File: src/rtl/psw_pkg.sv
package psw_pkg;
  localparam int ADDR_W  = 24;
  localparam int N_CLS   = 6;
  localparam int CC_W    = 2;
  localparam int WORD_W  = ADDR_W + N_CLS + CC_W;
  localparam int CLS_W   = $clog2(N_CLS);
  localparam int MASK_LO = ADDR_W;

  typedef enum logic [CLS_W-1:0] {
    CLS_EXT = 3'd0,
    CLS_SVC = 3'd1,
    CLS_PRG = 3'd2,
    CLS_MCK = 3'd3,
    CLS_IO  = 3'd4,
    CLS_RST = 3'd5
  } cls_e;

  // classes that ignore their enable bit
  localparam logic [N_CLS-1:0] ALWAYS_ON = (N_CLS'(1) << CLS_SVC) |
                                           (N_CLS'(1) << CLS_PRG) |
                                           (N_CLS'(1) << CLS_RST);

  // lowest priority first; a later entry overrides an earlier one
  localparam logic [CLS_W*N_CLS-1:0] PRIO_LIST = {CLS_RST, CLS_MCK, CLS_PRG,
                                                  CLS_SVC, CLS_EXT, CLS_IO};

  typedef struct packed {
    logic             take;
    logic [CLS_W-1:0] takeCls;
    logic             ret;
    logic [CLS_W-1:0] retCls;
    logic [N_CLS-1:0] maskClr;
  } swap_strobe_t;
endpackage

File: src/rtl/psw_ctrl.sv
module psw_ctrl
  import psw_pkg::*;
(
  input  logic             clk,
  input  logic             rst,
  input  logic [N_CLS-1:0] reqIn,
  input  logic             retStrobe,
  input  logic [CLS_W-1:0] retClass,
  input  logic [N_CLS-1:0] curMask,
  output swap_strobe_t     strobe,
  output logic             intTaken,
  output logic [CLS_W-1:0] intClass,
  output logic             lostLink
);
  logic [N_CLS-1:0] inService;
  logic [N_CLS-1:0] eligible;
  logic             retOk;
  logic             anyReq;
  logic [CLS_W-1:0] pick;

  always_comb begin
    retOk    = retStrobe && (retClass < CLS_W'(N_CLS));
    eligible = reqIn & (ALWAYS_ON | curMask);
    anyReq   = 1'b0;
    pick     = '0;
    for (int k = 0; k < N_CLS; k++) begin
      if (eligible[PRIO_LIST[k*CLS_W +: CLS_W]]) begin
        anyReq = 1'b1;
        pick   = PRIO_LIST[k*CLS_W +: CLS_W];
      end
    end
  end

  always_comb begin
    strobe.take    = anyReq && !retOk;
    strobe.takeCls = pick;
    strobe.ret     = retOk;
    strobe.retCls  = retClass;
    strobe.maskClr = '0;
    case (cls_e'(pick))
      CLS_EXT, CLS_IO: begin
        strobe.maskClr[CLS_EXT] = 1'b1;
        strobe.maskClr[CLS_IO]  = 1'b1;
      end
      CLS_MCK: strobe.maskClr[CLS_MCK] = 1'b1;
      default: ;
    endcase
  end

  always_ff @(posedge clk) begin
    if (rst) begin
      inService <= '0;
      intTaken  <= 1'b0;
      intClass  <= '0;
      lostLink  <= 1'b0;
    end else begin
      intTaken <= strobe.take;
      intClass <= strobe.take ? pick : '0;
      lostLink <= strobe.take && inService[pick];
      if (retOk)
        inService[retClass] <= 1'b0;
      else if (strobe.take)
        inService[pick] <= 1'b1;
    end
  end
endmodule

File: src/rtl/psw_datapath.sv
module psw_datapath
  import psw_pkg::*;
#(
  parameter logic [WORD_W-1:0] RESET_WORD = '0
) (
  input  logic              clk,
  input  logic              rst,
  input  swap_strobe_t      strobe,
  input  logic              newWe,
  input  logic [CLS_W-1:0]  newSel,
  input  logic [WORD_W-1:0] newData,
  output logic [WORD_W-1:0] curWord,
  output logic [N_CLS-1:0]  curMask
);
  logic [WORD_W-1:0] oldAll [N_CLS];
  logic [WORD_W-1:0] newAll [N_CLS];
  logic [WORD_W-1:0] loadWord;

  for (genvar g = 0; g < N_CLS; g++) begin : gSlot
    logic [WORD_W-1:0] oldQ;
    logic [WORD_W-1:0] newQ;
    always_ff @(posedge clk) begin
      if (rst) begin
        oldQ <= '0;
        newQ <= '0;
      end else begin
        if (strobe.take && !strobe.ret && strobe.takeCls == CLS_W'(g))
          oldQ <= curWord;
        if (newWe && newSel == CLS_W'(g))
          newQ <= newData;
      end
    end
    assign oldAll[g] = oldQ;
    assign newAll[g] = newQ;
  end

  always_comb begin
    loadWord = newAll[strobe.takeCls];
    loadWord[MASK_LO +: N_CLS] = loadWord[MASK_LO +: N_CLS] & ~strobe.maskClr;
  end

  always_ff @(posedge clk) begin
    if (rst)
      curWord <= RESET_WORD;
    else if (strobe.ret)
      curWord <= oldAll[strobe.retCls];
    else if (strobe.take)
      curWord <= loadWord;
  end

  assign curMask = curWord[MASK_LO +: N_CLS];
endmodule

File: src/rtl/psw_swap_ctrl.sv
module psw_swap_ctrl
  import psw_pkg::*;
#(
  parameter logic [WORD_W-1:0] RESET_WORD = '0
) (
  input  logic              clk,
  input  logic              rst,
  input  logic [N_CLS-1:0]  reqIn,
  input  logic              retStrobe,
  input  logic [CLS_W-1:0]  retClass,
  input  logic              newWe,
  input  logic [CLS_W-1:0]  newSel,
  input  logic [WORD_W-1:0] newData,
  output logic [WORD_W-1:0] curWord,
  output logic              intTaken,
  output logic [CLS_W-1:0]  intClass,
  output logic              lostLink
);
  swap_strobe_t     strobe;
  logic [N_CLS-1:0] curMask;

  psw_ctrl u_ctrl (
    .clk(clk), .rst(rst), .reqIn(reqIn), .retStrobe(retStrobe),
    .retClass(retClass), .curMask(curMask), .strobe(strobe),
    .intTaken(intTaken), .intClass(intClass), .lostLink(lostLink)
  );

  psw_datapath #(.RESET_WORD(RESET_WORD)) u_dp (
    .clk(clk), .rst(rst), .strobe(strobe), .newWe(newWe),
    .newSel(newSel), .newData(newData), .curWord(curWord), .curMask(curMask)
  );
endmodule

File: config.mk
export PLATFORM = sky130hd
export DESIGN_NAME = psw_swap_ctrl
export DESIGN_NICKNAME = d
export VERILOG_FILES = /design/src/rtl/psw_pkg.sv /design/src/rtl/psw_ctrl.sv /design/src/rtl/psw_datapath.sv /design/src/rtl/psw_swap_ctrl.sv
export SDC_FILE = /design/constraint.sdc
export NUM_CORES = 1
export LEC_CHECK = 0
export BUFFER_PORTS_ARGS = -buffer_cell sky130_fd_sc_hd__buf_2
export CAP_MARGIN = 25
export CORE_MARGIN = 4
export CORE_UTILIZATION = 40
export CTS_CLUSTER_SIZE = 30
export DETAILED_ROUTE_END_ITERATION = 10
export GPL_TIMING_DRIVEN = 0
export HOLD_SLACK_MARGIN = 0.1
export MAX_ROUTING_LAYER = met4
export PLACE_DENSITY_LB_ADDON = 0.12
export SETUP_SLACK_MARGIN = 0.3
export SYNTH_ARGS = -nofsm -noshare
export SYNTH_HDL_FRONTEND = slang
export SYNTH_SLANG_ARGS = --single-unit
File: constraint.sdc
create_clock -name clk -period 1.85 [get_ports clk]
set_input_delay 0.185 -clock clk [delete_from_list [all_inputs] [get_ports clk]]
set_output_delay 0.185 -clock clk [all_outputs]
set_load 0.01 [all_outputs]
==> results.json <==
{
  "gp_routability_congestion": 0.960,
  "startpoint_type": "flip-flop",
  "intPower_mw": 15.6,
  "viasPerCell": 5.74,
  "worst_pin_slew_ns": 0.974,
  "dieWidth_um": 217,
  "first_global_vias": 16600,
  "p_switching_mw": 5.72,
  "cts_hold_buf": 36,
  "cp_data_arrival_time_ns": 2.46,
  "slew_headroom_pct": 35.1,
  "ant_nets": 0,
  "async_flop_share_pct": 0,
  "critPathCaptureType": "flip-flop",
  "timing_hold_violations_final": 0,
  "setup_viol": 119,
  "period_share_pct": 108,
  "post-place-ws_ns": -1.05,
  "die_area_um2": 47200,
  "detail_route.iter0.violations": 1992,
  "synth_ff_type": "dfxtp_1",
  "syn_nets": 2268,
  "ir_drop_mv": 0.685,
  "clk_latency_ns": 0.59,
  "finalPower_mw": 21.4,
  "overflow": 0,
  "synth_area_um2": 17500,
  "synth_cell_types": 56,
  "vias": 17700,
  "final_common_cell": "nand2_1",
  "fin_nets": 2501,
  "critical_path_class": "flip-flop to flip-flop",
  "hold_path_class": "primary input to flip-flop",
  "clock_skew_ns": 0.0258,
  "die_h_um": 217,
  "area_growth_syn_to_layout_pct": 36.5,
  "start_util_pct": 40.6,
  "synth_edf_count": 0,
  "cts_tree": "yes",
  "slew_viol_final": 0,
  "cts_root_buf": "clkbuf_16",
  "numCtsBuffers": 47,
  "core_um2": 43200,
  "leakagePower_nw": 8.40,
  "rsz0062_at_grt": "true",
  "setup_slack_ns": -0.145,
  "drive_above_1_share_pct": 24.5,
  "min_period_ns": 2.00,
  "antenna_found_initial": 1,
  "fmax_mhz": 501,
  "avgSynthCellArea_um2": 7.90,
  "cp.required_ns": 2.32,
  "ys_ff_latch": 422,
  "wl_um": 74900,
  "holdPathStages": 4,
  "final.fill_count": 4029,
  "layout_common_cells": "nand2_1 (723), dfxtp_1 (420), a21oi_1 (345)",
  "drc_errors": 0,
  "pwr-share-clk_pct": 44.0,
  "ioPinCount": 85,
  "switching_share_pct": 26.8,
  "outcome": "finished, violations left",
  "grt_pass1_wl_um": 107000,
  "dp_hpwl_um": 51300,
  "violations": "negative setup slack",
  "syn_inst": 2220,
  "path_clk_slew_ns": 0.07,
  "grt_start_max_net_pins": 14,
  "num_rows": 76,
  "holdWs_ns": 0.0537,
  "yosys_warnings": 0,
  "routedWlPerCell_um": 24.3,
  "io_buffer_count": 82,
  "grt_use_total_pct": 30.9,
  "final.setup.tns_ns": -7.33,
  "reg2reg_depth": 8,
  "power_frac_seq_pct": 44.3,
  "post-route-util_pct": 55.4,
  "htree_levels": 2,
  "combPwrFrac_pct": 11.7,
  "clock_sinks": 422,
  "cts_buffer_depth": 3,
  "ys_seq_area_share_pct": 48.2,
  "first_pass_iters": 6,
  "cp_max_fo": 8,
  "power-per-cell-area_nw_per_um2": 892,
  "cap_violations": 0
}
-- cell usage after synthesis (10+ instances only) --
cell | count | share of area, %
nand2_1 | 794 | 17
dfxtp_1 | 422 | 48
a21oi_1 | 407 | 12
clkbuf_1 | 136 | 2.9
mux2i_1 | 42 | 2.4
a221oi_1 | 38 | 1.9
buf_2 | 34 | 0.97
o21ai_0 | 31 | 0.88
a22oi_1 | 30 | 1.3
nand3_1 | 28 | 0.80
nor2_1 | 28 | 0.60
o31ai_1 | 25 | 1.1
mux2_2 | 17 | 1.1
a211oi_1 | 16 | 0.69
mux4_2 | 15 | 1.9
and3_1 | 13 | 0.46
buf_1 | 11 | 0.24
a21o_1 | 10 | 0.43
-- critical path, cell delays in order (launching register included) --
cell and delay, ns:
dfxtp_4 0.38, a211oi_4 0.28, buf_6 0.16, buf_4 0.10
a41o_4 0.29, clkbuf_16 0.21, buf_6 0.11, a211oi_4 0.04
o32ai_2 0.30
-- registers in the layout, summed over array words and instances (netlist names) --
| name | cells |
|---|---|
| u_ctrl.inService | 6 |
| u_ctrl.intClass | 3 |
| u_ctrl.intTaken | 1 |
| u_ctrl.lostLink | 1 |
| u_dp.curWord | 32 |
| u_dp.gSlot.newQ | 187 |
| u_dp.gSlot.oldQ | 192 |
-- cells by family after synthesis --
group,synth area share [%]
flops,48.2
buf+inv,4.63
compound gates,21.3
mux,5.42
simple gates,20.5
-- power groups by stage --
stage               Combinational [mW]  Sequential (mW)  Clock (mW)
floorplan                        0.886             9.58           0
global placement                  1.68             9.61           0
detailed placement                1.69             9.62           0
CTS                               2.09             9.42        9.45
global route                      2.59             9.46        9.86
finish                            2.50             9.45        9.40
-- path summary, 6_finish.rpt --
check                              start                      to  slack, ns
setup reg to reg        u_dp.curWord[27]         u_dp.curWord[7]      -0.15
hold reg to reg   u_dp.gSlot[0].newQ[11]  u_dp.gSlot[0].newQ[11]       0.45
hold / removal                 newSel[1]  u_dp.gSlot[4].newQ[31]       0.05
setup / recovery        u_dp.curWord[27]         u_dp.curWord[7]      -0.15
-- routing by layer --
layer,vias up,routed length (um),track usage (%)
met5,-,0,-
met1,8511,30100,39.6
met3,205,6670,5.84
met4,0,3430,12.1
met2,849,34600,48.5
li1,8088,-,-
-- layout make-up --
class | count | area, um^2 | area share [%]
multi-input combinational | 1607 | 9970 | 41.7
sequential | 422 | 8460 | 35.3
timing repair buffer | 183 | 1700 | 7.08
buffer | 188 | 1520 | 6.36
clock buffer | 71 | 1470 | 6.14
tap | 585 | 732 | 3.06
clock inverter | 14 | 75.1 | 0.314
inverter | 4 | 15.0 | 0.0627
antenna | 1 | 2.50 | 0.0105
-- repair_timing --
action / 4_1_cts / 5_1_grt
pin swaps: 20 / 97
endpoints found under the hold margin: 189 / 2
cloned: 4 / 12
buffers inserted: 23 / 24
resized for setup: 253 / 322
endpoints found under the setup margin: 343 / 384
-- per-stage QoR --
stage / instances / instance area [um^2]
floorplan: 2220 / 17700
global placement: 2887 / 18900
detailed placement: 2890 / 18900
CTS: 3038 / 22200
global route: 3075 / 23900
finish: 3075 / 23900
Power figures use the tool's default switching activity.
